--- src/rtl/pwm_gate_pkg.sv ---
// Package: shared types and derived constants for the boost PWM gate block.
// Assumes parameters are positive and CLK_PER_CYC > 2*TOFF_CYC.
package pwm_gate_pkg;

    // State of the two set/reset latches in one period.
    typedef struct packed {
        logic on_q;   // ramp crossed the reference
        logic pcl_q;  // accepted peak-current trip
    } gate_latch_t;

    // Clocks per ramp step so that the ramp saturates one off-time before period end.
    function automatic int ramp_div(input int per_cyc, input int toff, input int rw);
        int steps;
        int d;
        steps = (1 << rw) - 1;
        d = (per_cyc - 2 * toff) / steps;
        return (d < 1) ? 1 : d;
    endfunction

    // Width of a counter that holds values 0..maxval.
    function automatic int cnt_width(input int maxval);
        return (maxval < 2) ? 1 : $clog2(maxval + 1);
    endfunction

endpackage

--- src/rtl/min_off_timer.sv ---
// Minimum off-time generator: loads TOFF_CYC on a period strobe and counts down.
// off_act is high while the count is nonzero, i.e. for TOFF_CYC clocks after the strobe edge.
// Assumes TOFF_CYC >= 1. A strobe during the window restarts it.
module min_off_timer
    import pwm_gate_pkg::*;
#(
    parameter int TOFF_CYC = 60
) (
    input  logic clk,
    input  logic rst_n,
    input  logic start,
    output logic off_act
);
    localparam int CW = cnt_width(TOFF_CYC);
    localparam logic [CW-1:0] LOAD = CW'(TOFF_CYC);

    logic [CW-1:0] remain;

    // Load on strobe, otherwise count down to zero.
    always_ff @(posedge clk) begin
        if (!rst_n)
            remain <= '0;
        else if (start)
            remain <= LOAD;
        else if (remain != '0)
            remain <= remain - 1'b1;
    end

    assign off_act = (remain != '0);

endmodule

--- src/rtl/ramp_counter.sv ---
// Digital ramp: held at zero while hold is high, then advances one step every DIV clocks
// and saturates at all ones. Armed by a strobe, disarmed by abort.
// Assumes start and hold arrive together from the off-time generator.
module ramp_counter
    import pwm_gate_pkg::*;
#(
    parameter int RW  = 8,
    parameter int DIV = 5
) (
    input  logic          clk,
    input  logic          rst_n,
    input  logic          start,
    input  logic          hold,
    input  logic          abort,
    output logic [RW-1:0] ramp,
    output logic          active
);
    localparam int PW = cnt_width(DIV - 1);
    localparam logic [PW-1:0] PRE_LAST = PW'(DIV - 1);
    localparam logic [RW-1:0] RAMP_MAX = '1;

    logic          armed;
    logic [PW-1:0] pre;

    // Armed from a strobe until an abort.
    always_ff @(posedge clk) begin
        if (!rst_n)
            armed <= 1'b0;
        else if (abort)
            armed <= 1'b0;
        else if (start)
            armed <= 1'b1;
    end

    // Prescaler and ramp value, cleared whenever the ramp is not released.
    always_ff @(posedge clk) begin
        if (!rst_n || start || hold || !armed) begin
            pre  <= '0;
            ramp <= '0;
        end else if (pre == PRE_LAST) begin
            pre <= '0;
            if (ramp != RAMP_MAX)
                ramp <= ramp + 1'b1;
        end else begin
            pre <= pre + 1'b1;
        end
    end

    assign active = armed & ~hold;

endmodule

--- src/rtl/pcl_filter.sv ---
// Peak-current deglitch filter: raw flag must be sampled high on DEGL_CYC consecutive
// edges before ok goes high; any low sample restarts the count.
// Assumes DEGL_CYC >= 1.
module pcl_filter
    import pwm_gate_pkg::*;
#(
    parameter int DEGL_CYC = 20
) (
    input  logic clk,
    input  logic rst_n,
    input  logic raw,
    output logic ok
);
    localparam int CW = cnt_width(DEGL_CYC);
    localparam logic [CW-1:0] FULL = CW'(DEGL_CYC);

    logic [CW-1:0] run_len;

    // Count consecutive high samples, saturating at the acceptance length.
    always_ff @(posedge clk) begin
        if (!rst_n || !raw)
            run_len <= '0;
        else if (run_len != FULL)
            run_len <= run_len + 1'b1;
    end

    assign ok = (run_len == FULL);

endmodule

--- src/rtl/gate_latches.sv ---
// The on latch and the peak-current latch. clr has top priority over both sets.
// Assumes set inputs are synchronous to clk.
module gate_latches
    import pwm_gate_pkg::*;
(
    input  logic        clk,
    input  logic        rst_n,
    input  logic        clr,
    input  logic        set_on,
    input  logic        set_pcl,
    output gate_latch_t lat
);
    // Reset-dominant set/reset latches, one update per clock.
    always_ff @(posedge clk) begin
        if (!rst_n || clr) begin
            lat <= '0;
        end else begin
            if (set_on)
                lat.on_q <= 1'b1;
            if (set_pcl)
                lat.pcl_q <= 1'b1;
        end
    end

endmodule

--- src/rtl/boost_pwm_gate.sv ---
// Top: trailing-edge-on PWM for a CCM boost stage. Each period begins with a forced
// off-time, then a ramp rises and turns the switch on at the reference crossing.
// A filtered peak-current trip holds the switch off for the rest of the period.
// run_en low forces the switch off combinationally. Assumes cyc_start is one clock wide.
module boost_pwm_gate
    import pwm_gate_pkg::*;
#(
    parameter int RW          = 8,
    parameter int CLK_PER_CYC = 1538,
    parameter int TOFF_CYC    = 60,
    parameter int DEGL_CYC    = 20
) (
    input  logic          clk,
    input  logic          rst_n,
    input  logic          cyc_start,
    input  logic [RW-1:0] ref_lvl,
    input  logic          pcl_raw,
    input  logic          run_en,
    output logic          gate_on,
    output logic          ramp_act
);
    localparam int DIV = ramp_div(CLK_PER_CYC, TOFF_CYC, RW);
    localparam logic [RW-1:0] FULL_SCALE = '1;

    logic          toff_act;
    logic [RW-1:0] ramp_val;
    logic          ramp_live;
    logic          pcl_ok;
    logic          crossed;
    logic          latch_clr;
    logic          pcl_held;
    gate_latch_t   lat_q;

    min_off_timer #(.TOFF_CYC(TOFF_CYC)) u_toff (
        .clk     (clk),
        .rst_n   (rst_n),
        .start   (cyc_start),
        .off_act (toff_act)
    );

    ramp_counter #(.RW(RW), .DIV(DIV)) u_ramp (
        .clk    (clk),
        .rst_n  (rst_n),
        .start  (cyc_start),
        .hold   (toff_act),
        .abort  (~run_en),
        .ramp   (ramp_val),
        .active (ramp_live)
    );

    pcl_filter #(.DEGL_CYC(DEGL_CYC)) u_pcl (
        .clk   (clk),
        .rst_n (rst_n),
        .raw   (pcl_raw),
        .ok    (pcl_ok)
    );

    // Crossing: ramp released and at or above a reference below full scale.
    always_comb begin
        crossed = ramp_live && (ref_lvl != FULL_SCALE) && (ramp_val >= ref_lvl);
    end

    // Latch clear: off-time window, new strobe, or disable.
    always_comb begin
        latch_clr = toff_act | cyc_start | ~run_en;
    end

    gate_latches u_lat (
        .clk     (clk),
        .rst_n   (rst_n),
        .clr     (latch_clr),
        .set_on  (crossed),
        .set_pcl (pcl_ok),
        .lat     (lat_q)
    );

    assign pcl_held = lat_q.pcl_q;
    assign gate_on  = lat_q.on_q & ~pcl_held & ~toff_act & run_en;
    assign ramp_act = ramp_live;

endmodule

--- config.mk ---
export PLATFORM = sky130hd
export DESIGN_NAME = boost_pwm_gate
export DESIGN_NICKNAME = d
export VERILOG_FILES = /design/src/rtl/pwm_gate_pkg.sv /design/src/rtl/min_off_timer.sv /design/src/rtl/ramp_counter.sv /design/src/rtl/pcl_filter.sv /design/src/rtl/gate_latches.sv /design/src/rtl/boost_pwm_gate.sv
export SDC_FILE = /design/constraint.sdc
export NUM_CORES = 1
export LEC_CHECK = 0
export ABC_CLOCK_PERIOD_IN_PS = 2150
export BUFFER_PORTS_ARGS = -buffer_cell sky130_fd_sc_hd__buf_2
export CORE_ASPECT_RATIO = 1.5
export CORE_MARGIN = 4
export CORE_UTILIZATION = 55
export CTS_BUF_LIST = sky130_fd_sc_hd__clkbuf_2 sky130_fd_sc_hd__clkbuf_4 sky130_fd_sc_hd__clkbuf_8
export DETAILED_ROUTE_END_ITERATION = 8
export PLACE_DENSITY = 0.75
export SLEW_MARGIN = 10
export SYNTH_ARGS = -nofsm -noshare
export SYNTH_HDL_FRONTEND = slang
export SYNTH_HIERARCHICAL = 1
export SYNTH_SLANG_ARGS = --single-unit
--- constraint.sdc ---
create_clock -name clk -period 2.15 [get_ports clk]
set_clock_uncertainty 0.15 [all_clocks]
set_input_delay 0.1075 -clock clk [delete_from_list [all_inputs] [get_ports clk]]
set_output_delay 0.1075 -clock clk [all_outputs]
set_load 0.02 [all_outputs]
==> impl_metrics.json, run 1 <==
{
  "status": "complete, no violations",
  "ys_warn_count": 6,
  "wl_per_cell_um": 13.54,
  "port-buffer-count": 14,
  "totalWireLength_mm": 3.100,
  "synth_area_leader_cell": "dfxtp_1",
  "n_antenna_cell": 0,
  "nNetsFinal": 222,
  "cts_tree": "done",
  "grt_max_degree": 16,
  "power_density_nw_per_um2": 497.9,
  "routed-via-count": 1315,
  "drt_first_iter_violations": 24,
  "grt_pass1_vias": 1246,
  "die_area_sq_um": 3584,
  "gr-usage-all-layers_pct": 17.79,
  "path_class": "register to primary output",
  "worstPathArrival_ns": 1.82,
  "clkSlewWorstSetupHoldPaths_ns": 0.14,
  "dr.pass1.iters": 4,
  "period_share_pct": 96.68,
  "rsz0062_at_grt": "true",
  "dp_hpwl_mm": 2.336,
  "root_buffer": "clkbuf_4",
  "max_freq_mhz": 481.1,
  "synthTopCellsByArea": "dfxtp_1 34%, ha_1 13%, inv_1 4.8%",
  "critPathMaxStageDelay_ns": 0.39,
  "synth_seq_cells": 25,
  "r2r_end": "u_ramp/ramp[7]",
  "coreArea_sq_um": 2505,
  "io_pins": 15,
  "ys_types": 49,
  "cp_slowest_cell": "dfxtp_4",
  "clk_path_buf_depth": 2,
  "final-setup-viol-count": 0,
  "drive_gt1_share_pct": 24.35,
  "cp_max_fo": 5,
  "min_period_ns": 2.079,
  "grt-ovfl-total": 0,
  "worst_slew_pin_slew_ns": 0.3506,
  "post_drt_via_cell_ratio": 5.742,
  "ant_nets": 0,
  "synthCells": 168,
  "initial_core_util_pct": 58.74,
  "ff2ff_path_depth": 7,
  "vdd_drop_max_mv": 0.3951,
  "syn_avg_cell_area_sq_um": 8.758,
  "cts_buffers": 3,
  "holdPathStages": 6,
  "antenna_found_initial": 0,
  "seq_area_frac_synth_pct": 34.01,
  "grt_pass1_wl_mm": 5.016,
  "holdCritStartpoint": "ref_lvl[5]",
  "rrSetupSlack_ns": 0.14,
  "hold_path.class": "input pin to register",
  "fp.dieH_um": 71.35,
  "start_kind": "register",
  "fin_tns_setup_ns": 0,
  "critical_path_required_ns": 1.89,
  "synthToLayoutAreaGrowth_pct": 17.43,
  "layout_setup_ws_ns": 0.07135,
  "syn_area_sq_um": 1471,
  "hold_ws_ns": 0.2412,
  "relSlewSlack_pct": 76.57,
  "cp_cell_sequence": "inv_4, ha_4, nor4b_4, nand2b_1, nor4b_2, buf_4",
  "hold_viol": 0,
  "cts_max_level": 1,
  "r2r-start": "u_toff/remain[0]",
  "dieWidth_um": 50.23,
  "clock_latency_ns": 0.32,
  "slew_viol_final": 0,
  "worst_hold_path.endpoint": "u_lat/lat[1]",
  "dp_slack_ns": 0.03952,
  "drc": 0,
  "gp_congestion": 0.8259,
  "yosysTopAreaCellShare_pct": 34.01,
  "synth_nets": 196,
  "cap_violations": 0,
  "cts.sinks": 25,
  "num_rows": 22,
  "end_kind": "primary output",
  "leakagePower_nw": 0.7567
}
[metrics by stage]
step | power (W) | cell area, sq um | utilization [%] | std cells
after CTS | 0.0008539 | 1693 | 67.58 | 227
after detailed placement | 0.0006194 | 1588 | 63.39 | 217
after global placement | 0.0006123 | 1588 | 63.39 | 217
after floorplan | 0.0005830 | 1474 | - | 168
final | 0.0008604 | 1728 | 68.98 | 229
after global routing | 0.0009001 | 1728 | 68.98 | 229
[sequential cells by signal (all words and copies together) (netlist names)]
register and count:
u_lat/lat 2, u_pcl/run_len 5, u_ramp/armed 1, u_ramp/pre 3, u_ramp/ramp 8, u_toff/remain 6
[timing repair]
action	in CTS	in global routing
gates resized for setup	3	8
cloned	0	0
endpoints found under the hold margin	9	0
hold buffers	5	0
setup buffers	1	2
pin swaps	1	1
setup endpoints to repair	1	4
[where the power goes]
group | switching, W | internal [W] | total [W]
sequential | 0.0000239 | 0.000478 | 0.000502
combinational | 0.0000668 | 0.0000715 | 0.000138
clock | 0.000149 | 0.0000712 | 0.000220
total | 0.000240 | 0.000621 | 0.000860
[final cells by class]
cell class	count	area [sq um]
inverter	20	77.57
fill	195	777.0
timing repair buffer	23	152.6
multi-input combinational	121	917.1
sequential	25	505.5
clock inverter	1	7.507
tap	36	45.04
clock buffer	3	22.52
[kinds of logic (layout without fill, tap and decap cells)]
kind of cell / after synthesis / count (layout) / share of synthesized area [%]
compound gates: 34 / 34 / 15.39
xor+xnor: 5 / 5 / 2.976
fa+ha+maj: 15 / 15 / 12.76
buf+inv: 22 / 47 / 5.697
flops: 25 / 25 / 34.01
mux: 1 / 1 / 0.6803
simple gates: 66 / 66 / 28.49
[how the worst max path moves through the flow]
stage | startpoint | to | slack [ns] | depth (start not counted)
2_1_floorplan | u_toff/remain[0] | u_lat/lat[1] | 0.11 | 10
3_3_place_gp | u_toff/remain[0] | u_lat/lat[1] | 0.20 | 10
3_5_place_dp | u_toff/remain[0] | u_ramp/ramp[7] | 0.04 | 7
4_1_cts | u_toff/remain[0] | gate_on | 0.04 | 6
5_1_grt | u_toff/remain[0] | gate_on | -0.08 | 6
6_report | u_toff/remain[0] | gate_on | 0.07 | 6
[critical path: cells and delay by family, from the launching register on]
kind | cells | cell delay (ns)
DFF | 1 | 0.39
buffers and inverters | 2 | 0.24
and+or+nand+nor | 3 | 0.72
adders and majority gates | 1 | 0.13
[layout by cell type (no fill, tap or decap), drive strengths merged, types with 2 or more instances in the layout]
master	count
nand2b	2
nor2b	3
nor3	9
nor3b	2
a21o	2
a21oi	15
inv	20
or3	5
o21ai	5
ha	15
nor2	15
clkbuf	3
nor4b	3
nand4	4
dlygate4sd3	5
a311oi	2
buf	18
nand3	6
nand2	8
o31ai	3
xor2	4
a31oi	2
dfxtp	25
[per-layer routing]
layer | track usage [%] | part of all wire (%)
met5 | 0 | 0
met4 | 10.15 | 2.2
met3 | 2.287 | 2.8
met2 | 34.59 | 57
met1 | 17.21 | 38
[synthesized netlist by cell type (all sizes together)]
cell type	n
a2111oi	1
a211o	1
a21o	2
a21oi	15
a311oi	2
a31oi	2
and2	1
and3	1
and3b	1
and4	1
buf	1
clkbuf	1
dfxtp	25
ha	15
inv	20
mux2i	1
nand2	8
nand2b	2
nand3	6
nand4	4
nand4b	1
nand4bb	1
nor2	15
nor2b	3
nor3	9
nor3b	2
nor4	1
nor4b	3
o211ai	1
o21a	1
o21ai	5
o311a	1
o31ai	3
or2	1
or3	5
or4b	1
xnor2	1
xor2	4
Power figures use the tool's default switching activity.
==> run 2: changes to the inputs <==
--- a/config.mk
+++ b/config.mk
@@ -18,3 +18,4 @@
 export SYNTH_HDL_FRONTEND = slang
 export SYNTH_HIERARCHICAL = 1
 export SYNTH_SLANG_ARGS = --single-unit
+export TNS_END_PERCENT = 100
==> constraint.sdc (replaced) <==
create_clock -name clk -period 2.15 [get_ports clk]
set_clock_uncertainty 0.15 [all_clocks]
set_input_delay 0.1075 -clock clk [delete_from_list [all_inputs] [get_ports clk]]
set_output_delay 0.1075 -clock clk [all_outputs]
set_load 0.05 [all_outputs]
==> impl_metrics.json, run 2 (synthesis gave the netlist of run 1 again) <==
{
  "worstPathArrival_ns": 1.78,
  "start_kind": "register",
  "cp_common_cell": "nor4b_4",
  "cp_max_fo": 4,
  "slew_viol_final": 0,
  "final_util_pct": 68.93,
  "coreArea_sq_um": 2505,
  "gp_congestion": 0.8145,
  "routed-via-count": 1220,
  "critical_path_required_ns": 1.89,
  "worst_hold_path.endpoint": "u_lat/lat[1]",
  "status": "complete, no violations",
  "totalWireLength_mm": 2.843,
  "fin_tns_setup_ns": 0,
  "synthToLayoutAreaGrowth_pct": 17.35,
  "cap_violations": 0,
  "vdd_drop_max_mv": 0.4286,
  "cts.sinks": 25,
  "wl_per_cell_um": 12.58,
  "r2r-start": "u_toff/remain[1]",
  "io_pins": 15,
  "leakagePower_nw": 0.7458,
  "dp_hpwl_mm": 2.229,
  "root_buffer": "clkbuf_4",
  "relSlewSlack_pct": 78.56,
  "layout_common_cells": "23 x dfxtp_1, 18 x inv_1, 15 x nor2_1",
  "cp_slowest_cell": "dfxtp_2",
  "grt_max_degree": 16,
  "final_common_cell": "dfxtp_1",
  "port-buffer-count": 14,
  "drive_gt1_share_pct": 24.21,
  "path_class": "register to primary output",
  "min_period_ns": 2.042,
  "cp_top_family": "simple AND/OR/NAND/NOR gates",
  "clk_path_buf_depth": 2,
  "power_density_nw_per_um2": 488.8,
  "clkSlewWorstSetupHoldPaths_ns": 0.13,
  "grt_pass1_wl_mm": 5.009,
  "cts_max_level": 1,
  "worst_slew_pin_slew_ns": 0.3191,
  "largest_reg_flops": 8,
  "cts_buffers": 3,
  "hold_ws_ns": 0.2249,
  "cts_tree": "done",
  "dr.pass1.iters": 4,
  "nNetsFinal": 219,
  "fin_total_pwr_w": 0.0008440,
  "n_antenna_cell": 0,
  "max_freq_mhz": 489.7,
  "initial_core_util_pct": 58.74,
  "grt_pass1_vias": 1222,
  "layout_setup_ws_ns": 0.1080,
  "largestRegisters": "u_ramp/ramp (8), u_toff/remain (6), u_pcl/run_len (5)",
  "final-setup-viol-count": 0,
  "end_kind": "primary output",
  "num_rows": 22,
  "ant_nets": 0,
  "period_share_pct": 94.98,
  "holdCritStartpoint": "ref_lvl[5]",
  "hold_viol": 0,
  "holdPathStages": 6,
  "hold_path.class": "input pin to register",
  "cp_cell_sequence": "inv_1, ha_4, nor4b_4, nand2b_4, nor4b_4, buf_6",
  "clock_latency_ns": 0.31,
  "post_drt_via_cell_ratio": 5.398,
  "drc": 0,
  "gr-usage-all-layers_pct": 17.45,
  "cp.buffers_inverters": 2,
  "dieWidth_um": 50.23,
  "drt_first_iter_violations": 21,
  "die_area_sq_um": 3584,
  "grt-ovfl-total": 0,
  "r2r_end": "u_lat/lat[1]",
  "rrSetupSlack_ns": 0.22,
  "top_register": "u_ramp/ramp",
  "fp.dieH_um": 71.35,
  "ff2ff_path_depth": 10,
  "antenna_found_initial": 0,
  "critPathMaxStageDelay_ns": 0.36,
  "dp_slack_ns": 0.1408
}
run 2: worst reg2reg max path: stages, from the launching register on:
cell and delay, ns:
dfxtp_2 0.36, inv_1 0.11, ha_4 0.16, nor4b_4 0.29, nand2b_4 0.12, nor2b_4 0.13
o21ai_2 0.07, or2_2 0.30, o31ai_2 0.06, nor2_1 0.07, nor2_1 0.07
run 2: what timing repair did:
item,in CTS,in global routing
pin swaps,0,2
hold buffers,4,0
setup endpoints to repair,1,4
resized for setup,3,6
hold endpoints to repair,8,0
setup buffers,0,1
run 2: final cells by class:
class                      instances  area (sq um)
timing repair buffer              20         131.4
multi-input combinational        121         942.2
sequential                        25         503.0
clock inverter                     1         7.507
fill                             196         778.2
clock buffer                       3         22.52
tap                               36         45.04
inverter                          20         75.07
run 2: per-layer routing:
layer  track usage, %  share of wire [%]
met5                0                  0
met4            5.538               0.81
met3            1.871                2.0
met2            34.59                 56
met1            18.39                 41
run 2: how the worst max path moves through the flow:
stage,start,to,cells after the start
global placement,u_toff/remain[0],u_lat/lat[1],10
detailed placement,u_toff/remain[0],u_lat/lat[1],10
global route,u_toff/remain[1],gate_on,6
finish,u_toff/remain[1],gate_on,6
floorplan,u_toff/remain[0],u_lat/lat[1],10
CTS,u_toff/remain[0],gate_on,6
run 2: per-stage QoR:
| step | cell area, sq um | cells |
|---|---|---|
| 6_report | 1727 | 226 |
| 2_1_floorplan | 1506 | 168 |
| 3_5_place_dp | 1620 | 217 |
| 5_1_grt | 1727 | 226 |
| 3_3_place_gp | 1620 | 217 |
| 4_1_cts | 1699 | 225 |
run 2: power breakdown:
group	switching [W]	internal (W)	leakage, nW
logic	0.0000659	0.0000685	0.528
registers	0.0000233	0.000478	0.204
clock network	0.000137	0.0000708	0.0139
